<file path="src/rtl/iopt_pkg.sv">
package iopt_pkg;
   localparam int OFS_W   = 12;
   localparam int IDX_W   = 9;
   localparam int LVL_W   = 3;
   localparam int MODE_W  = 4;
   localparam int MODE_BASE = 6;
   localparam int PERM_W  = 4;

   typedef enum logic [2:0] {
      FLT_NONE     = 3'd0,
      FLT_MODE     = 3'd1,
      FLT_CANON    = 3'd2,
      FLT_ABSENT   = 3'd3,
      FLT_MISALIGN = 3'd4,
      FLT_NAPOT    = 3'd5
   } fault_e;

   typedef enum logic [1:0] {
      ST_IDLE  = 2'd0,
      ST_ISSUE = 2'd1,
      ST_WAIT  = 2'd2,
      ST_FIN   = 2'd3
   } wstate_e;

   typedef struct packed {
      logic u;
      logic x;
      logic w;
      logic r;
   } perm_t;
endpackage

</file>
<file path="src/rtl/iopt_mode_decode.sv">
module iopt_mode_decode
   import iopt_pkg::*;
#(
   parameter int VA_W    = 64,
   parameter int MIN_TOP = 2,
   parameter int MAX_TOP = 4
) (
   input  logic [MODE_W-1:0] mode,
   input  logic [VA_W-1:0]   iova,
   output logic              mode_ok,
   output logic [LVL_W-1:0]  top_lvl,
   output logic              canon_ok
);
   localparam logic [MODE_W-1:0] LO_CODE = MODE_W'(MODE_BASE + MIN_TOP);
   localparam logic [MODE_W-1:0] HI_CODE = MODE_W'(MODE_BASE + MAX_TOP);

   logic [MAX_TOP:0] canon_lv;

   if (VA_W < 9 * MAX_TOP + 22) begin : g_bad_va
      $error("VA_W too narrow for MAX_TOP");
   end
   if (MIN_TOP < 1 || MIN_TOP > MAX_TOP || MAX_TOP > 4) begin : g_bad_top
      $error("unsupported depth range");
   end

   for (genvar lv = 0; lv <= MAX_TOP; lv++) begin : g_lv
      if (lv < MIN_TOP) begin : g_off
         assign canon_lv[lv] = 1'b0;
      end else begin : g_on
         logic [VA_W-1-(9*lv+20):0] upper;
         assign upper        = iova[VA_W-1:9*lv+20];
         assign canon_lv[lv] = (&upper) | ~(|upper);
      end
   end

   always_comb begin
      mode_ok  = (mode >= LO_CODE) && (mode <= HI_CODE);
      top_lvl  = LVL_W'(mode - MODE_W'(MODE_BASE));
      canon_ok = mode_ok && canon_lv[top_lvl];
   end
endmodule

</file>
<file path="src/rtl/iopt_pte_class.sv">
module iopt_pte_class
   import iopt_pkg::*;
#(
   parameter int PTE_W    = 64,
   parameter int PPN_W    = 44,
   parameter bit NAPOT_EN = 1'b1
) (
   input  logic [PTE_W-1:0] pte,
   input  logic [LVL_W-1:0] level,
   output logic             present,
   output logic             is_leaf,
   output perm_t            perm,
   output logic [PPN_W-1:0] ppn,
   output logic             napot_leaf,
   output logic             napot_bad
);
   localparam int PPN_LO = 10;
   localparam int PPN_HI = PPN_LO + PPN_W - 1;
   localparam int N_BIT  = PTE_W - 1;

   if (PTE_W != 64 || PPN_HI != 53) begin : g_bad_fmt
      $error("entry layout needs 64-bit entries with PPN in 53:10");
   end

   logic rwx;
   logic n_set;
   logic unused_bits;

   assign unused_bits = ^{pte[N_BIT-1:PPN_HI+1], pte[9:5]};

   always_comb begin
      present  = pte[0];
      rwx      = |pte[3:1];
      is_leaf  = present && (rwx || (level == '0));
      perm     = '{u: pte[4], x: pte[3], w: pte[2], r: pte[1]};
      ppn      = pte[PPN_HI:PPN_LO];
      n_set    = pte[N_BIT];
   end

   if (NAPOT_EN) begin : g_napot
      always_comb begin
         napot_leaf = present && is_leaf && n_set && (level == '0) &&
                      (pte[PPN_LO+3:PPN_LO] == 4'b1000);
         napot_bad  = present && n_set && !napot_leaf;
      end
   end else begin : g_plain
      always_comb begin
         napot_leaf = 1'b0;
         napot_bad  = present && n_set;
      end
   end
endmodule

</file>
<file path="src/rtl/iopt_leaf_compose.sv">
module iopt_leaf_compose
   import iopt_pkg::*;
#(
   parameter int PA_W    = 56,
   parameter int MAX_TOP = 4
) (
   input  logic [PA_W-OFS_W-1:0] ppn,
   input  logic [LVL_W-1:0]      level,
   input  logic [PA_W-1:0]       va_lo,
   input  logic                  napot,
   output logic [PA_W-1:0]       pa,
   output logic                  misaligned
);
   localparam int PPN_W = PA_W - OFS_W;

   logic [PA_W-1:0] base;
   logic [PA_W-1:0] pa_lv [MAX_TOP+1];
   logic [MAX_TOP:0] mis_lv;
   logic [PA_W-1:0] pa_napot;

   assign base = {ppn, {OFS_W{1'b0}}};

   for (genvar lv = 0; lv <= MAX_TOP; lv++) begin : g_lv
      localparam logic [PA_W-1:0] OMASK =
         PA_W'((64'd1 << (OFS_W + IDX_W * lv)) - 64'd1);
      localparam logic [PPN_W-1:0] PMASK =
         PPN_W'((64'd1 << (IDX_W * lv)) - 64'd1);
      assign pa_lv[lv]  = (base & ~OMASK) | (va_lo & OMASK);
      assign mis_lv[lv] = |(ppn & PMASK);
   end

   assign pa_napot = {ppn[PPN_W-1:4], 16'h0000} |
                     {{(PA_W-16){1'b0}}, va_lo[15:0]};

   always_comb begin
      if (napot) begin
         pa         = pa_napot;
         misaligned = 1'b0;
      end else begin
         pa         = pa_lv[level];
         misaligned = mis_lv[level];
      end
   end
endmodule

</file>
<file path="src/rtl/iopt_walker.sv">
module iopt_walker
   import iopt_pkg::*;
#(
   parameter int VA_W     = 64,
   parameter int PA_W     = 56,
   parameter int PTE_W    = 64,
   parameter int MIN_TOP  = 2,
   parameter int MAX_TOP  = 4,
   parameter bit NAPOT_EN = 1'b1
) (
   input  logic                  clk,
   input  logic                  rst_n,
   input  logic                  req_valid,
   output logic                  req_ready,
   input  logic [VA_W-1:0]       req_iova,
   input  logic [MODE_W-1:0]     cfg_mode,
   input  logic [PA_W-OFS_W-1:0] cfg_root_ppn,
   output logic                  mem_req_valid,
   input  logic                  mem_req_ready,
   output logic [PA_W-1:0]       mem_req_addr,
   input  logic                  mem_rsp_valid,
   input  logic [PTE_W-1:0]      mem_rsp_data,
   output logic                  done,
   output logic [PA_W-1:0]       done_pa,
   output logic [PERM_W-1:0]     done_perm,
   output logic [LVL_W-1:0]      done_level,
   output logic [2:0]            done_fault
);
   localparam int PPN_W = PA_W - OFS_W;

   if (PA_W != 56) begin : g_bad_pa
      $error("output address must be 56 bits");
   end

   wstate_e              st;
   logic [VA_W-1:0]      iova_q;
   logic [LVL_W-1:0]     lvl_q;
   logic [PA_W-1:0]      base_q;
   logic [PA_W-1:0]      pa_q;
   perm_t                perm_q;
   fault_e               fault_q;

   logic                 mode_ok;
   logic [LVL_W-1:0]     top_lvl;
   logic                 canon_ok;

   logic                 e_present;
   logic                 e_leaf;
   perm_t                e_perm;
   logic [PPN_W-1:0]     e_ppn;
   logic                 e_napot;
   logic                 e_napot_bad;

   logic [PA_W-1:0]      leaf_pa;
   logic                 leaf_mis;

   logic [IDX_W-1:0]     idx_lv [MAX_TOP+1];
   logic [IDX_W-1:0]     idx_cur;

   iopt_mode_decode #(
      .VA_W(VA_W), .MIN_TOP(MIN_TOP), .MAX_TOP(MAX_TOP)
   ) u_mode (
      .mode(cfg_mode), .iova(req_iova),
      .mode_ok(mode_ok), .top_lvl(top_lvl), .canon_ok(canon_ok)
   );

   iopt_pte_class #(
      .PTE_W(PTE_W), .PPN_W(PPN_W), .NAPOT_EN(NAPOT_EN)
   ) u_class (
      .pte(mem_rsp_data), .level(lvl_q),
      .present(e_present), .is_leaf(e_leaf), .perm(e_perm),
      .ppn(e_ppn), .napot_leaf(e_napot), .napot_bad(e_napot_bad)
   );

   iopt_leaf_compose #(
      .PA_W(PA_W), .MAX_TOP(MAX_TOP)
   ) u_comp (
      .ppn(e_ppn), .level(lvl_q), .va_lo(iova_q[PA_W-1:0]),
      .napot(e_napot), .pa(leaf_pa), .misaligned(leaf_mis)
   );

   for (genvar lv = 0; lv <= MAX_TOP; lv++) begin : g_idx
      assign idx_lv[lv] = iova_q[OFS_W + IDX_W*lv +: IDX_W];
   end
   assign idx_cur = idx_lv[lvl_q];

   always_ff @(posedge clk or negedge rst_n) begin
      if (!rst_n) begin
         st      <= ST_IDLE;
         iova_q  <= '0;
         lvl_q   <= '0;
         base_q  <= '0;
         pa_q    <= '0;
         perm_q  <= '0;
         fault_q <= FLT_NONE;
      end else begin
         case (st)
            ST_IDLE: begin
               if (req_valid) begin
                  iova_q  <= req_iova;
                  base_q  <= {cfg_root_ppn, {OFS_W{1'b0}}};
                  pa_q    <= '0;
                  perm_q  <= '0;
                  fault_q <= FLT_NONE;
                  if (!mode_ok) begin
                     lvl_q   <= '0;
                     fault_q <= FLT_MODE;
                     st      <= ST_FIN;
                  end else if (!canon_ok) begin
                     lvl_q   <= top_lvl;
                     fault_q <= FLT_CANON;
                     st      <= ST_FIN;
                  end else begin
                     lvl_q   <= top_lvl;
                     st      <= ST_ISSUE;
                  end
               end
            end
            ST_ISSUE: begin
               if (mem_req_ready) st <= ST_WAIT;
            end
            ST_WAIT: begin
               if (mem_rsp_valid) begin
                  if (!e_present) begin
                     fault_q <= FLT_ABSENT;
                     st      <= ST_FIN;
                  end else if (e_napot_bad) begin
                     fault_q <= FLT_NAPOT;
                     st      <= ST_FIN;
                  end else if (e_leaf) begin
                     if (leaf_mis) begin
                        fault_q <= FLT_MISALIGN;
                     end else begin
                        pa_q   <= leaf_pa;
                        perm_q <= e_perm;
                     end
                     st <= ST_FIN;
                  end else begin
                     base_q <= {e_ppn, {OFS_W{1'b0}}};
                     lvl_q  <= lvl_q - LVL_W'(1);
                     st     <= ST_ISSUE;
                  end
               end
            end
            default: st <= ST_IDLE;
         endcase
      end
   end

   always_comb begin
      req_ready     = (st == ST_IDLE);
      mem_req_valid = (st == ST_ISSUE);
      mem_req_addr  = base_q | {{(PA_W-OFS_W){1'b0}}, idx_cur, 3'b000};
      done          = (st == ST_FIN);
      done_pa       = pa_q;
      done_perm     = perm_q;
      done_level    = lvl_q;
      done_fault    = fault_q;
   end
endmodule

</file>
<file path="config.mk">
export PLATFORM = sky130hd
export DESIGN_NAME = iopt_walker
export DESIGN_NICKNAME = d
export VERILOG_FILES = /design/src/rtl/iopt_pkg.sv /design/src/rtl/iopt_mode_decode.sv /design/src/rtl/iopt_pte_class.sv /design/src/rtl/iopt_leaf_compose.sv /design/src/rtl/iopt_walker.sv
export SDC_FILE = /design/constraint.sdc
export NUM_CORES = 1
export LEC_CHECK = 0
export BUFFER_PORTS_ARGS = -buffer_cell sky130_fd_sc_hd__buf_2
export CAP_MARGIN = 15
export CORE_ASPECT_RATIO = 1.75
export CORE_MARGIN = 1
export CORE_UTILIZATION = 53
export DETAILED_ROUTE_END_ITERATION = 6
export PLACE_DENSITY = 0.93
export SLEW_MARGIN = 20
export SYNTH_ARGS = -nofsm -noshare
export SYNTH_HDL_FRONTEND = slang
export SYNTH_SLANG_ARGS = --single-unit
</file>
<file path="constraint.sdc">
create_clock -name clk -period 4.6 [get_ports clk]
set_input_delay 0.23 -clock clk [delete_from_list [all_inputs] [get_ports clk]]
set_output_delay 0.23 -clock clk [all_outputs]
set_load 0.005 [all_outputs]
</file>
==> run metrics <==
Seq/Total Area, Yosys=0.529; Initial Utilization=0.541; worst-path fanout max=31; Core Region=14800 µm²; initial antenna violation count=3; fraction of registers with async set/reset=1.00; Syn Area/Cell=10.6 µm²; Data arrival, critical path=4010 ps; fillers=1128; Initial DRT Pass Iterations=5; fin. max-slew vios=0; GP Congestion=0.894; Final HPWL DP=19500 µm; CTS H-Tree Depth=4; gr ovfl total=0; DRT iter0 DRCs=481; Placed Instances=1180; Top Ports=306; P&R area growth vs syn=26.8%; WL/cell=21.4 µm; count of non-filler cells in the finished layout=1217; drt total wl=26000 µm; final hold vios=0; setup TNS=0 ps; die area=15600 µm²; die width=94.8 µm; Vias/cell=5.98; worst-case clock skew=12.1 ps; unrepaired setup endpoints after global routing=no; maximum clock rate=274 MHz; crit path kind=reg -> reg; CTS Buf Count=17; Total Power=0.00674 W; final std cell area, no fill=10100 µm²; most frequent cells in the layout=287 x buf_2, 169 x dfrtp_1, 140 x nand2_1, 74 x a22o_1, 67 x mux2_2; Synth Instances=754; first-pass GRT wire length=38800 µm; Total GRT Usage=0.338; status=completed; Critical Path RT=4960 ps; Top FF cell, synth=dfrtp_1; final period utilization=0.794; CTS clock-pin slew for the worst setup and hold paths=70 ps; Clock Sink Count=169; Syn. warnings=0; Residual DRC=0; Root Driver=clkbuf_16; hold slack final=28.6 ps; Die Height=164 µm; worst reg-to-reg setup slack=950 ps; Max Buffers Root-to-Sink=2; number of core rows=59; clock tree from TritonCTS=built; nets=1204; minimum clock period=3650 ps; Worst-Margin Slew=1030 ps; Leak=4.98 nW; worst min path class=in -> reg; largest net degree at the start of global routing=80; post-cts resize count=0; via count=7280; most common cell after layout, fill and taps aside=buf_2; Cell variety after synth=45; max-slew headroom at the worst pin=0.307; flop and latch count out of synthesis=169; peak supply drop=399 µV; startpoint types=register; EDFF count, synth=0; maxcap violations=0; layout cells sized above 1=0.406; final setup fails=0; synthesized area=7990 µm²; total power per unit cell area=665 nW/µm²; vias in the first global route=7026; PortBufs=288; Antenna Violating Nets Remaining=0; crit end category=register; worst skew pair latency=420 ps; placed cell area=9500 µm²
==> registers in the layout, indices dropped and copies added (netlist names) <==
signal and flops:
done_fault 3, done_perm 4, iova_q 57, done_pa 56
done_level 3, st 2, base_q 44
==> worst max-delay path, cell delays in order, from the launching register on <==
cell      delay, ps
dfrtp_1         830
inv_1           250
ha_1            300
and4b_1         220
and3_1          200
a311o_1         350
a211oi_2        320
a21o_2          640
buf_12          270
a22o_1          180
==> cells in the mapped netlist (2+ instances only) <==
library cell	number	area share
nor4b_1	2	0.0022
or2_2	3	0.0023
a31oi_1	49	0.038
a21oi_1	8	0.0050
nor3_2	2	0.0025
nand4_1	6	0.0047
nor3_1	9	0.0056
mux2_2	67	0.094
a22o_1	74	0.081
clkbuf_1	29	0.014
inv_1	7	0.0033
mux4_2	9	0.025
and2_1	2	0.0016
or4_1	3	0.0028
nand2b_1	3	0.0023
nor4_1	7	0.0055
buf_4	7	0.0066
nand3_1	8	0.0050
nand2_1	140	0.066
o21ai_0	31	0.019
mux2i_1	5	0.0063
o21ai_1	2	0.0013
buf_2	12	0.0075
dfrtp_1	169	0.53
o211ai_1	2	0.0019
ha_1	4	0.0063
nor2b_1	5	0.0039
nor2_1	67	0.031
a21o_1	2	0.0019
buf_6	5	0.0070
==> routing by layer <==
layer	track usage	routed length, µm
met1	0.381	8810
met2	0.566	13200
met3	0.0668	2110
met4	0.238	1860
met5	0	13
==> area by class of cell <==
type	instances	area (µm²)	share of cell area
diodes	2	5.00	0.000494
clock buffers	19	443	0.0437
clock inverters	13	136	0.0135
inverters	7	26.3	0.00259
multi-input cells	525	3490	0.345
flip-flops and latches	169	4230	0.418
well taps	183	229	0.0226
repair buffers	299	1570	0.155
==> cell families (layout without fill, tap and decap cells) <==
| logic type | Yosys count | in the layout | synth area share |
|---|---|---|---|
| AO/OA/AOI/OAI | 176 | 176 | 0.159 |
| adder cells (fa/ha/maj) | 4 | 4 | 0.00627 |
| buffers and inverters | 62 | 338 | 0.0392 |
| flip-flops | 169 | 169 | 0.529 |
| multiplexers | 81 | 81 | 0.126 |
| other | 1 | 5 | 0.000469 |
| AND/OR/NAND/NOR | 261 | 261 | 0.140 |
==> report_power, final <==
group / switching, W / internal (W)
Clock: 0.000637 / 0.000776
Sequential: 0.000528 / 0.00205
Combinational: 0.00147 / 0.00128
==> worst paths after layout <==
path | start | endpoint | cells after the start
hold reg to reg | done_pa[3] | done_pa[3] | 1
setup reg to reg | done_level[0] | done_pa[30] | 9
hold / removal | req_iova[34] | iova_q[34] | 2
max in group asynchronous | rst_n | base_q[31] | 3
setup / recovery | done_level[0] | done_pa[30] | 9
min in group asynchronous | rst_n | iova_q[2] | 2
==> stage by stage <==
| stage | worst slack, ps | util |
|---|---|---|
| after floorplan | 2200 | - |
| after global placement | 1120 | 0.644 |
| after detailed placement | 1040 | 0.644 |
| after CTS | 1000 | 0.684 |
| after global routing | 748 | 0.686 |
| final | 949 | 0.686 |
==> repair_timing <==
action / in CTS / in global routing
hold buffers: 2 / 0
setup endpoints to repair: 0 / 0
endpoints found under the hold margin: 78 / 0
buffers inserted: 0 / 0
Power figures use the tool's default switching activity.
